**config.mk**
```make
export PLATFORM = sky130hd
export DESIGN_NAME = thermal_throttle_ctrl
export DESIGN_NICKNAME = d
export VERILOG_FILES = /design/src/rtl/tt_pkg.sv /design/src/rtl/tt_trip_regs.sv /design/src/rtl/tt_temp_monitor.sv /design/src/rtl/tt_duty_gen.sv /design/src/rtl/thermal_throttle_ctrl.sv
export SDC_FILE = /design/constraint.sdc
export NUM_CORES = 1
export LEC_CHECK = 0
export ABC_CLOCK_PERIOD_IN_PS = 6400
export BUFFER_PORTS_ARGS = -buffer_cell sky130_fd_sc_hd__clkbuf_2
export CORE_UTILIZATION = 44
export DETAILED_ROUTE_END_ITERATION = 8
export PLACE_DENSITY = 0.67
export SLEW_MARGIN = 20
export SYNTH_ARGS = -nofsm -noshare
export SYNTH_HDL_FRONTEND = slang
export SYNTH_SLANG_ARGS = --single-unit
export TNS_END_PERCENT = 5
```
**constraint.sdc**
```tcl
create_clock -name clk -period 6.4 [get_ports clk]
set_input_delay 0 -clock clk [delete_from_list [all_inputs] [get_ports clk]]
set_output_delay 0 -clock clk [all_outputs]
set_load 0.01 [all_outputs]
```
**src/rtl/tt_pkg.sv**
```systemverilog
package tt_pkg;
  parameter int TT_TEMP_W = 8;
  typedef logic [TT_TEMP_W-1:0] temp_t;
  typedef struct packed {
    temp_t thr;
    temp_t crit;
    temp_t margin;
  } trip_cfg_t;
endpackage

```
**src/rtl/tt_trip_regs.sv**
```systemverilog
module tt_trip_regs
  import tt_pkg::*;
(
  input  logic      clk,
  input  logic      rst_n,
  input  trip_cfg_t cal,
  output trip_cfg_t trip
);
  // capture only while reset is held; frozen in normal operation
  always_ff @(posedge clk) begin
    if (!rst_n) trip <= cal;
  end
endmodule

```
**src/rtl/tt_temp_monitor.sv**
```systemverilog
module tt_temp_monitor
  import tt_pkg::*;
(
  input  logic      clk,
  input  logic      rst_n,
  input  logic      take,
  input  temp_t     sample,
  input  trip_cfg_t trip,
  output logic      hw_thr,
  output logic      shut
);
  localparam int SW = TT_TEMP_W + 1;
  logic [SW-1:0] low_sum;
  logic          at_thr, below_band, at_crit;

  always_comb begin
    low_sum    = {1'b0, sample} + {1'b0, trip.margin};
    at_thr     = sample >= trip.thr;
    below_band = low_sum < {1'b0, trip.thr};
    at_crit    = sample >= trip.crit;
  end

  always_ff @(posedge clk or negedge rst_n) begin
    if (!rst_n) begin
      hw_thr <= 1'b0;
      shut   <= 1'b0;
    end else if (take) begin
      if (at_thr)          hw_thr <= 1'b1;
      else if (below_band) hw_thr <= 1'b0;
      if (at_crit)         shut   <= 1'b1;
    end
  end
endmodule

```
**src/rtl/tt_duty_gen.sv**
```systemverilog
module tt_duty_gen #(
  parameter int CNT_W = 8
) (
  input  logic             clk,
  input  logic             rst_n,
  input  logic             throttle,
  input  logic [CNT_W-1:0] on_cnt,
  input  logic [CNT_W-1:0] period,
  output logic             clk_en
);
  logic [CNT_W-1:0] cnt;
  logic [CNT_W:0]   inc;

  always_comb inc = {1'b0, cnt} + 1'b1;

  always_ff @(posedge clk or negedge rst_n) begin
    if (!rst_n)                    cnt <= '0;
    else if (inc >= {1'b0, period}) cnt <= '0;
    else                           cnt <= inc[CNT_W-1:0];
  end

  always_comb clk_en = !throttle || (cnt < on_cnt);
endmodule

```
**src/rtl/thermal_throttle_ctrl.sv**
```systemverilog
module thermal_throttle_ctrl
  import tt_pkg::*;
#(
  parameter int CNT_W = 8
) (
  input  logic             clk,
  input  logic             rst_n,
  input  logic             temp_valid,
  output logic             temp_ready,
  input  temp_t            temp_data,
  input  temp_t            cal_throttle,
  input  temp_t            cal_critical,
  input  temp_t            cal_margin,
  input  logic             sw_throttle,
  input  logic [CNT_W-1:0] duty_on,
  input  logic [CNT_W-1:0] duty_period,
  output logic             clk_en,
  output logic             hot,
  output logic             shutdown_req
);
  trip_cfg_t cal, trip;
  logic      ready_q, take, hw_thr;

  always_comb begin
    cal.thr    = cal_throttle;
    cal.crit   = cal_critical;
    cal.margin = cal_margin;
  end

  always_ff @(posedge clk or negedge rst_n) begin
    if (!rst_n) ready_q <= 1'b0;
    else        ready_q <= 1'b1;
  end

  always_comb begin
    temp_ready = ready_q;
    take       = temp_valid && ready_q;
    hot        = hw_thr || sw_throttle;
  end

  tt_trip_regs u_trip (.clk(clk), .rst_n(rst_n), .cal(cal), .trip(trip));

  tt_temp_monitor u_mon (
    .clk(clk), .rst_n(rst_n), .take(take), .sample(temp_data),
    .trip(trip), .hw_thr(hw_thr), .shut(shutdown_req)
  );

  tt_duty_gen #(.CNT_W(CNT_W)) u_duty (
    .clk(clk), .rst_n(rst_n), .throttle(hot), .on_cnt(duty_on),
    .period(duty_period), .clk_en(clk_en)
  );
endmodule

```
* Word-level counts from Yosys, hierarchy flattened
Index checks and enable logic that the tools add are counted.
Storage, ports and cells: bits in registers 35, logic and storage cells 24, input bits 52
Cells by class: add/sub/neg operators 2, reductions and logical operators 7, $lt $le $gt $ge 5, muxes and demuxes 3
Operator list (count):
- 8-bit greater-or-equal comparator | 2
- 8-bit by 1-bit adder with 9-bit output (second input constant) | 1
- 8-bit by 8-bit adder with 9-bit output | 1
- 9-bit by 8-bit greater-or-equal comparator with 1-bit output | 1
- 9-bit by 8-bit < comparator with 1-bit output | 1
- 8-bit < comparator | 1
- 8-bit two-way mux | 1
- 2-bit AND reduction | 2
- 1-bit logical OR | 2
- 1-bit two-way mux | 2
- 2-bit nonzero test | 1
- 1-bit logical AND | 1
- 1-bit zero test | 1

* Longest topological paths before layout
Gate-level depths: netlist of run 1.
word-level depth 4, depth in mapped cells 12

* Hierarchy
From an unflattened synthesis of run 1, not the netlist that was laid out.
Unflattened totals: cell total of the unflattened synthesis 230, area, all modules 2478.6 µm²
Modules (own cells, without submodules):
- tt_temp_monitor | cells an instance 117, instances 1, area an instance 920.9 µm²
- tt_duty_gen | cells an instance 84, instances 1, area an instance 792.0 µm²
- tt_trip_regs | cells an instance 25, instances 1, area an instance 724.4 µm²
- thermal_throttle_ctrl | cells an instance 4, instances 1, area an instance 41.3 µm²

* Least setup slack after synthesis of run 1
OpenSTA, ideal clock, no wires.
path kind reg-to-reg, start register, netlist name u_trip.trip[0], end register u_mon.hw_thr, setup time 124 ps, slack 3930 ps, cell stages (with the launch flop) 13, clock period less this slack 2470 ps, required time 6276 ps, arrival time 2346 ps, path buffers 0, cell sequence edfxtp_1 -> ha_1 -> inv_1 -> fa_1 -> nor2b_1 -> o31a_1 -> o21bai_1 -> a21boi_0 -> ha_1 -> o2111ai_1 -> a21oi_1 -> o311a_1 -> a211o_1
Between the ends: longest elaborated chain between the ends 4
RTL lines:
- 8-bit by 8-bit adder with 9-bit output | line tt_temp_monitor.sv:17 | low_sum = {1'b0, sample} + {1'b0, trip.margin};
- 9-bit by 8-bit < comparator with 1-bit output | line tt_temp_monitor.sv:19 | below_band = low_sum < {1'b0, trip.thr};
- 2-bit nonzero test (no line)
- 2-bit AND reduction (no line)
- end signal: assignment | line tt_temp_monitor.sv:25 | hw_thr <= 1'b0;
- end signal: assignment | line tt_temp_monitor.sv:28 | if (at_thr) hw_thr <= 1'b1;
- end signal: assignment | line tt_temp_monitor.sv:29 | else if (below_band) hw_thr <= 1'b0;
- end: declaration | line tt_temp_monitor.sv:9 | output logic hw_thr,
Every way passes these cells. A chain may end at the register's enable or synchronous reset.

* Final worst setup path of run 1
start register, netlist name u_trip.trip[0], end register u_mon.hw_thr
Between the ends: longest elaborated chain between the ends 4
RTL lines (line):
- 8-bit by 8-bit adder with 9-bit output | tt_temp_monitor.sv:17
- 9-bit by 8-bit < comparator with 1-bit output | tt_temp_monitor.sv:19
- 2-bit nonzero test (no line)
- 2-bit AND reduction (no line)
Every way passes these cells.

==> qor.yml, run 1 <==
status: "completed"
fin_crit_ns: 2.664
required_ns: 6.57
clock.fmax_mhz: 375.4
layout_common_cells: "clkbuf_2, ha_1, inv_1"
path_clk_slew_ns: 0.07
clk_latency_ns: 0.28
htreeDepth: 2
reg2reg_slack_ns: 3.74
final_nets: 407
dieArea_sq_um: 5800
die_y_um: 76.16
synthFlopType: "edfxtp_1"
power.density_nw_per_um2: 246.8
critPathBufInv: 1
yosys.area.top_type_share_pct: 29.78
peakVddDrop_uv: 169.1
dr_wl_met2_um: 2537
vias_per_cell: 4.892
avgSynthCellArea_sq_um: 11.05
core_sq_um: 5205
syn_to_final_growth_pct: 29.52
synth_nets: 319
num_vias: 1849
dr_wl_met3_um: 163
criticalPathCategory: "register to register"
num_rows: 26
crit_path_max_fanout: 3
synthesis.instances: 219
grt_max_degree: 25
ys_ff_latch: 35
layout-drive-gt1-share_pct: 23.70
initial_core_util_pct: 46.49
netlist_area_sq_um: 2420
cts_tree: "yes"
hp-class: "primary input to async pin"
p_leak_nw: 1.595
wl_per_cell_um: 12.60
wl_met1_um: 2019
hpwl_um: 3717
place.gp.congestion: 0.8598
drc: 0
final_core_util_pct: 60.22
hold_viol_final: 0
path_delay_family: "compound AO/OA/AOI/OAI gates"
crit_top_cell: "ha_1"
antenna_found_initial: 0
slew_headroom_pct: 39.10
finalSetupTns_ns: 0
port_buffers: 55
post-place-ws_ns: 3.781
postRouteAntennaNets: 0
reg2reg_from: "u_trip.trip[0]$_DFFE_PN_"
slowest_stage: "edfxtp_1"
reg2reg_depth: 12
grt_pass1_vias: 1941
synth_area_leaders: "edfxtp_1, ha_1, dfrtp_1"
grt_overflow: 0
critPathLaunchType: "register"
grt_setup_unrepaired: "false"
fp.dieW_um: 76.16
pin_count: 56
grt_pass1_wl_um: 8431
final_common_cell: "clkbuf_2"
cts-root-buf: "clkbuf_8"
r2r_end: "u_mon.hw_thr$_DFFE_PN0P_"
yosys.area.top_type: "edfxtp_1"
finalMaxSlewViolations: 0
fin_skew_ns: 0.008200
worstSetupEndpointType: "register"
setup_viol: 0
dp_cells: 344
ys_types: 39
clockBufferDepth: 2
clkSinkCount: 35
wirelength_um: 4761
drt-initial-drc-count: 68
numCtsBuffers: 5
cpPeakStageDelay_ns: 0.37
worst_pin_slew_ns: 0.9124
track_usage_pct: 18.49
critPathArrivalTime_ns: 2.84
firstDrtPassIters: 4
highest_layer: "met4"
ys_seq_area_share_pct: 41.16
synth_edf_count: 24
crit_chain: "ha_1, inv_1, fa_1, nor2b_1, o31a_1, o21bai_1, a21boi_0, ha_1, o2111ai_1, a21oi_1, o311a_1, a211o_1"
async_flop_share_pct: 31.43
fin_crit_sh_pct: 41.62
setup_slack_ns: 3.736
diodes: 0
cts_setup_buffers: 0
yosysWarnings: 0
drv_cap: 0
fin_cells: 378
==> sequential cells by signal, indices dropped and copies added (netlist names) <==
| name | flops |
|---|---|
| u_trip.trip | 24 |
| u_duty.cnt | 8 |
| temp_ready | 1 |
| u_mon.hw_thr | 1 |
| u_mon.shut | 1 |
==> layout make-up <==
class	count	area [sq um]
Clock buffer	7	86.33
Clock inverter	1	5.005
Fill cell	472	2071
Inverter	35	131.4
Multi-Input combinational cell	149	1292
Sequential cell	35	996.0
Tap cell	70	87.58
Timing Repair Buffer	81	535.5
==> synth_stat cells (all sizes together) (2+ instances only) <==
library cell	n
a211oi	6
a21o	5
a21oi	10
a221o	2
and3	4
dfrtp	11
edfxtp	24
ha	47
inv	35
nand2	4
nand2b	4
nand3	5
nor2	11
nor2b	6
nor3	2
nor3b	4
o2111ai	2
o211ai	2
o21a	2
o21ai	10
o21bai	2
or2	2
xnor2	6
xor2	4
==> worst max-delay path by stage <==
stage                                     to  depth (start not counted)                     start
floorplan           u_mon.hw_thr$_DFFE_PN0P_                         12  u_trip.trip[0]$_DFFE_PN_
global placement    u_mon.hw_thr$_DFFE_PN0P_                         12  u_trip.trip[0]$_DFFE_PN_
detailed placement  u_mon.hw_thr$_DFFE_PN0P_                         12  u_trip.trip[0]$_DFFE_PN_
CTS                 u_mon.hw_thr$_DFFE_PN0P_                         10  u_trip.trip[3]$_DFFE_PN_
global route        u_mon.hw_thr$_DFFE_PN0P_                         12  u_trip.trip[0]$_DFFE_PN_
finish              u_mon.hw_thr$_DFFE_PN0P_                         12  u_trip.trip[0]$_DFFE_PN_
==> metal layers <==
layer  up-vias  track usage (%)
met5         -                0
met3         5            4.192
met1       853            21.45
met4         0            5.385
met2        36            33.91
li1        955                -
==> power breakdown <==
part	internal [W]	switching [W]
sequential	0.000280	0.0000305
combinational	0.000158	0.000140
clock	0.0000869	0.0000782
total	0.000525	0.000249
==> timing repair <==
action,in CTS,in global routing
hold endpoints to repair,36,0
hold buffers,26,0
resized for setup,0,0
==> through the flow <==
step           area [sq um]  hold slack, ns  total power (W)
4_1_cts                3134          0.1331        0.0007843
2_1_floorplan          2420         -0.2956        0.0005246
5_1_grt                3134          0.1394        0.0008478
3_5_place_dp           2783        -0.09196        0.0006037
6_report               3134          0.1347        0.0007736
3_3_place_gp           2783        -0.09563        0.0005946
==> worst register-to-register path, cell delays in order, from the launching register on <==
cell,delay (ns)
edfxtp_1,0.37
ha_1,0.21
inv_1,0.07
fa_1,0.20
nor2b_1,0.07
o31a_1,0.26
o21bai_1,0.18
a21boi_0,0.21
ha_1,0.27
o2111ai_1,0.10
a21oi_1,0.06
o311a_1,0.32
a211o_1,0.22
==> kinds of logic (layout without fill, tap and decap cells) <==
family,Yosys count,in the layout,synth area share (%)
flops,35,35,41.16
simple gates,44,44,11.07
buf+inv,35,124,5.429
xor+xnor,10,10,3.619
other cells,1,1,0.1550
fa+ha+maj,48,48,25.13
compound gates,46,46,13.44
Note: power is estimated with default switching activity, not from simulation.
==> inputs of run 2 (changes only) <==
--- a/config.mk
+++ b/config.mk
@@ -5,7 +5,7 @@
 export SDC_FILE = /design/constraint.sdc
 export NUM_CORES = 1
 export LEC_CHECK = 0
-export ABC_CLOCK_PERIOD_IN_PS = 6400
+export ABC_CLOCK_PERIOD_IN_PS = 2600
 export BUFFER_PORTS_ARGS = -buffer_cell sky130_fd_sc_hd__clkbuf_2
 export CORE_UTILIZATION = 44
 export DETAILED_ROUTE_END_ITERATION = 8
==> constraint.sdc (replaced) <==
create_clock -name clk -period 2.6 [get_ports clk]
set_input_delay 0 -clock clk [delete_from_list [all_inputs] [get_ports clk]]
set_output_delay 0 -clock clk [all_outputs]
set_load 0.01 [all_outputs]
==> qor.yml, run 2 (same netlist as run 1, synthesis figures left out) <==
status: "completed"  # unchanged
slew_headroom_pct: 37.56  # was 39.10%
cts_tree: "yes"  # unchanged
num_rows: 26  # unchanged
required_ns: 2.77  # was 6.57 ns
fin_cells: 380  # was 378
clk_latency_ns: 0.28  # about the same
place.gp.congestion: 0.8594  # was 0.8598
vias_per_cell: 5.005  # was 4.892
initial_core_util_pct: 46.49  # unchanged
final_nets: 409  # was 407
dp_cells: 344  # unchanged
worst_pin_slew_ns: 0.9356  # was 0.9124 ns
fin_skew_ns: 0.009734  # was 0.008200 ns
drt-initial-drc-count: 46  # was 68
critPathArrivalTime_ns: 2.76  # was 2.84 ns
drv_cap: 0  # unchanged
p_leak_nw: 1.606  # was 1.595 nW
criticalPathCategory: "register to register"  # unchanged
reg.largest.list: "u_trip.trip x24, u_duty.cnt x8"  # unchanged
fin_crit_ns: 2.586  # was 2.664 ns
track_usage_pct: 18.57  # was 18.49%
layout-drive-gt1-share_pct: 28.06  # was 23.70%
die_y_um: 76.16  # unchanged
wirelength_um: 4864  # was 4761 um
critPathLaunchType: "register"  # unchanged
final_common_cell: "clkbuf_2"  # unchanged
largest_reg_flops: 24  # unchanged
syn_to_final_growth_pct: 32.58  # was 29.52%
cpPeakStageDelay_ns: 0.37  # about the same
layout_common_cells: "clkbuf_2, ha_1, inv_1"  # unchanged
numCtsBuffers: 5  # unchanged
whs_ns: 0.03401  # was 0.1347 ns
power.density_nw_per_um2: 603.5  # was 246.8 nW/um^2
grt_overflow: 0  # unchanged
grt_pass1_vias: 1969  # was 1,941
hold_viol_final: 0  # unchanged
slowest_stage: "fa_2"  # was edfxtp_1
regMostFlops: "u_trip.trip"  # unchanged
htreeDepth: 2  # unchanged
drc: 0  # unchanged
postRouteAntennaNets: 0  # unchanged
hpwl_um: 3704  # was 3717 um
hp-class: "primary input to register"  # was primary input to async pin
seqCellArea_sq_um: 996.0  # unchanged
wl_per_cell_um: 12.80  # was 12.60 um
core_sq_um: 5205  # unchanged
firstDrtPassIters: 4  # unchanged
worstSetupEndpointType: "register"  # unchanged
crit_chain: "ha_2, inv_2, fa_2, nor2b_2, o31a_1, o21bai_1, a21boi_2, ha_1, o2111ai_2, a21oi_1, o311a_1, a211o_1"  # was ha_1, inv_1, fa_1, nor2b_1, o31a_1, o21bai_1, a21boi_0, ha_1, o2111ai_1, a21oi_1, o311a_1, a211o_1
grt_max_degree: 25  # unchanged
cts-root-buf: "clkbuf_8"  # unchanged
pin_count: 56  # unchanged
clock.fmax_mhz: 386.7  # was 375.4 MHz
clkSinkCount: 35  # unchanged
clockBufferDepth: 2  # unchanged
finalMaxSlewViolations: 0  # unchanged
diodes: 0  # unchanged
critPathBufInv: 1  # unchanged
grt_setup_unrepaired: "true"  # was false
multi_input_area_sq_um: 1354  # was 1292 sq um
grt_pass1_wl_um: 8466  # was 8431 um
port_buffers: 55  # unchanged
num_vias: 1902  # was 1,849
setup_viol: 0  # unchanged
path_delay_family: "compound AO/OA/AOI/OAI gates"  # unchanged
path_clk_slew_ns: 0.08  # was 0.07 ns
antenna_found_initial: 0  # unchanged
fp.dieW_um: 76.16  # unchanged
fin_crit_sh_pct: 99.47  # was 41.62%
dieArea_sq_um: 5800  # unchanged
crit_path_max_fanout: 3  # unchanged
n_fill_cell: 444  # was 472
peakVddDrop_uv: 399.8  # was 169.1 uV
## run 2: worst paths after layout
check	startpoint	to	slack, ns	cells past startpoint
min in group asynchronous	rst_n	temp_ready$_DFF_PN0_	0.13	2
min reg2reg	u_duty.cnt[0]$_DFF_PN0_	u_duty.cnt[0]$_DFF_PN0_	0.55	1
max reg2reg	u_trip.trip[0]$_DFFE_PN_	u_mon.hw_thr$_DFFE_PN0P_	0.01	12
max in group asynchronous	rst_n	u_duty.cnt[0]$_DFF_PN0_	2.22	2
min	temp_valid	u_mon.shut$_DFFE_PN0P_	0.03	3
max	u_trip.trip[0]$_DFFE_PN_	u_mon.hw_thr$_DFFE_PN0P_	0.01	12
## run 2: final cells by class
| type | count | area share [%] |
|---|---|---|
| Sequential cell | 35 | 31.05 |
| Multi-Input combinational cell | 149 | 42.20 |
| Tap cell | 70 | 2.730 |
| Timing Repair Buffer | 83 | 17.08 |
| Inverter | 35 | 4.095 |
| Clock inverter | 1 | 0.1560 |
| Clock buffer | 7 | 2.691 |
## run 2: where the power goes
part / internal [W] / switching (W)
combinational: 0.000411 / 0.000359
sequential: 0.000691 / 0.0000769
clock: 0.000214 / 0.000186
## run 2: worst register-to-register path: stages (launching register included)
cell and delay (ns):
edfxtp_1 0.33, ha_2 0.18, inv_2 0.04, fa_2 0.37, nor2b_2 0.14, o31a_1 0.16
o21bai_1 0.10, a21boi_2 0.16, ha_1 0.32, o2111ai_2 0.08, a21oi_1 0.06, o311a_1 0.33
a211o_1 0.22
## run 2: per-layer routing
layer / GRT usage (%) / vias up / part of all wire [%]
li1: - / 961 / -
met1: 21.06 / 884 / 41
met2: 34.45 / 48 / 54
met3: 4.192 / 9 / 3.9
met4: 5.769 / 0 / 1.4
met5: 0 / - / 0
## run 2: through the flow
step	setup TNS (ns)	total power [W]	util (%)	setup slack, ns	instance area, sq um
floorplan	0	0.001291	-	0.1303	2420
global placement	0	0.001464	53.46	0.02927	2783
detailed placement	-0.01563	0.001486	53.46	-0.01563	2783
CTS	0	0.001931	60.60	0.003264	3154
global route	-0.08819	0.002113	61.63	-0.08819	3208
finish	0	0.001936	61.63	0.01389	3208
## run 2: timing repair
action / 4_1_cts / 5_1_grt
hold endpoints to repair: 35 / 0
buffers inserted: 2 / 1
setup endpoints to repair: 1 / 1
pin swaps: 2 / 5
hold buffers: 25 / 0
cloned: 0 / 0
gates resized for setup: 3 / 9
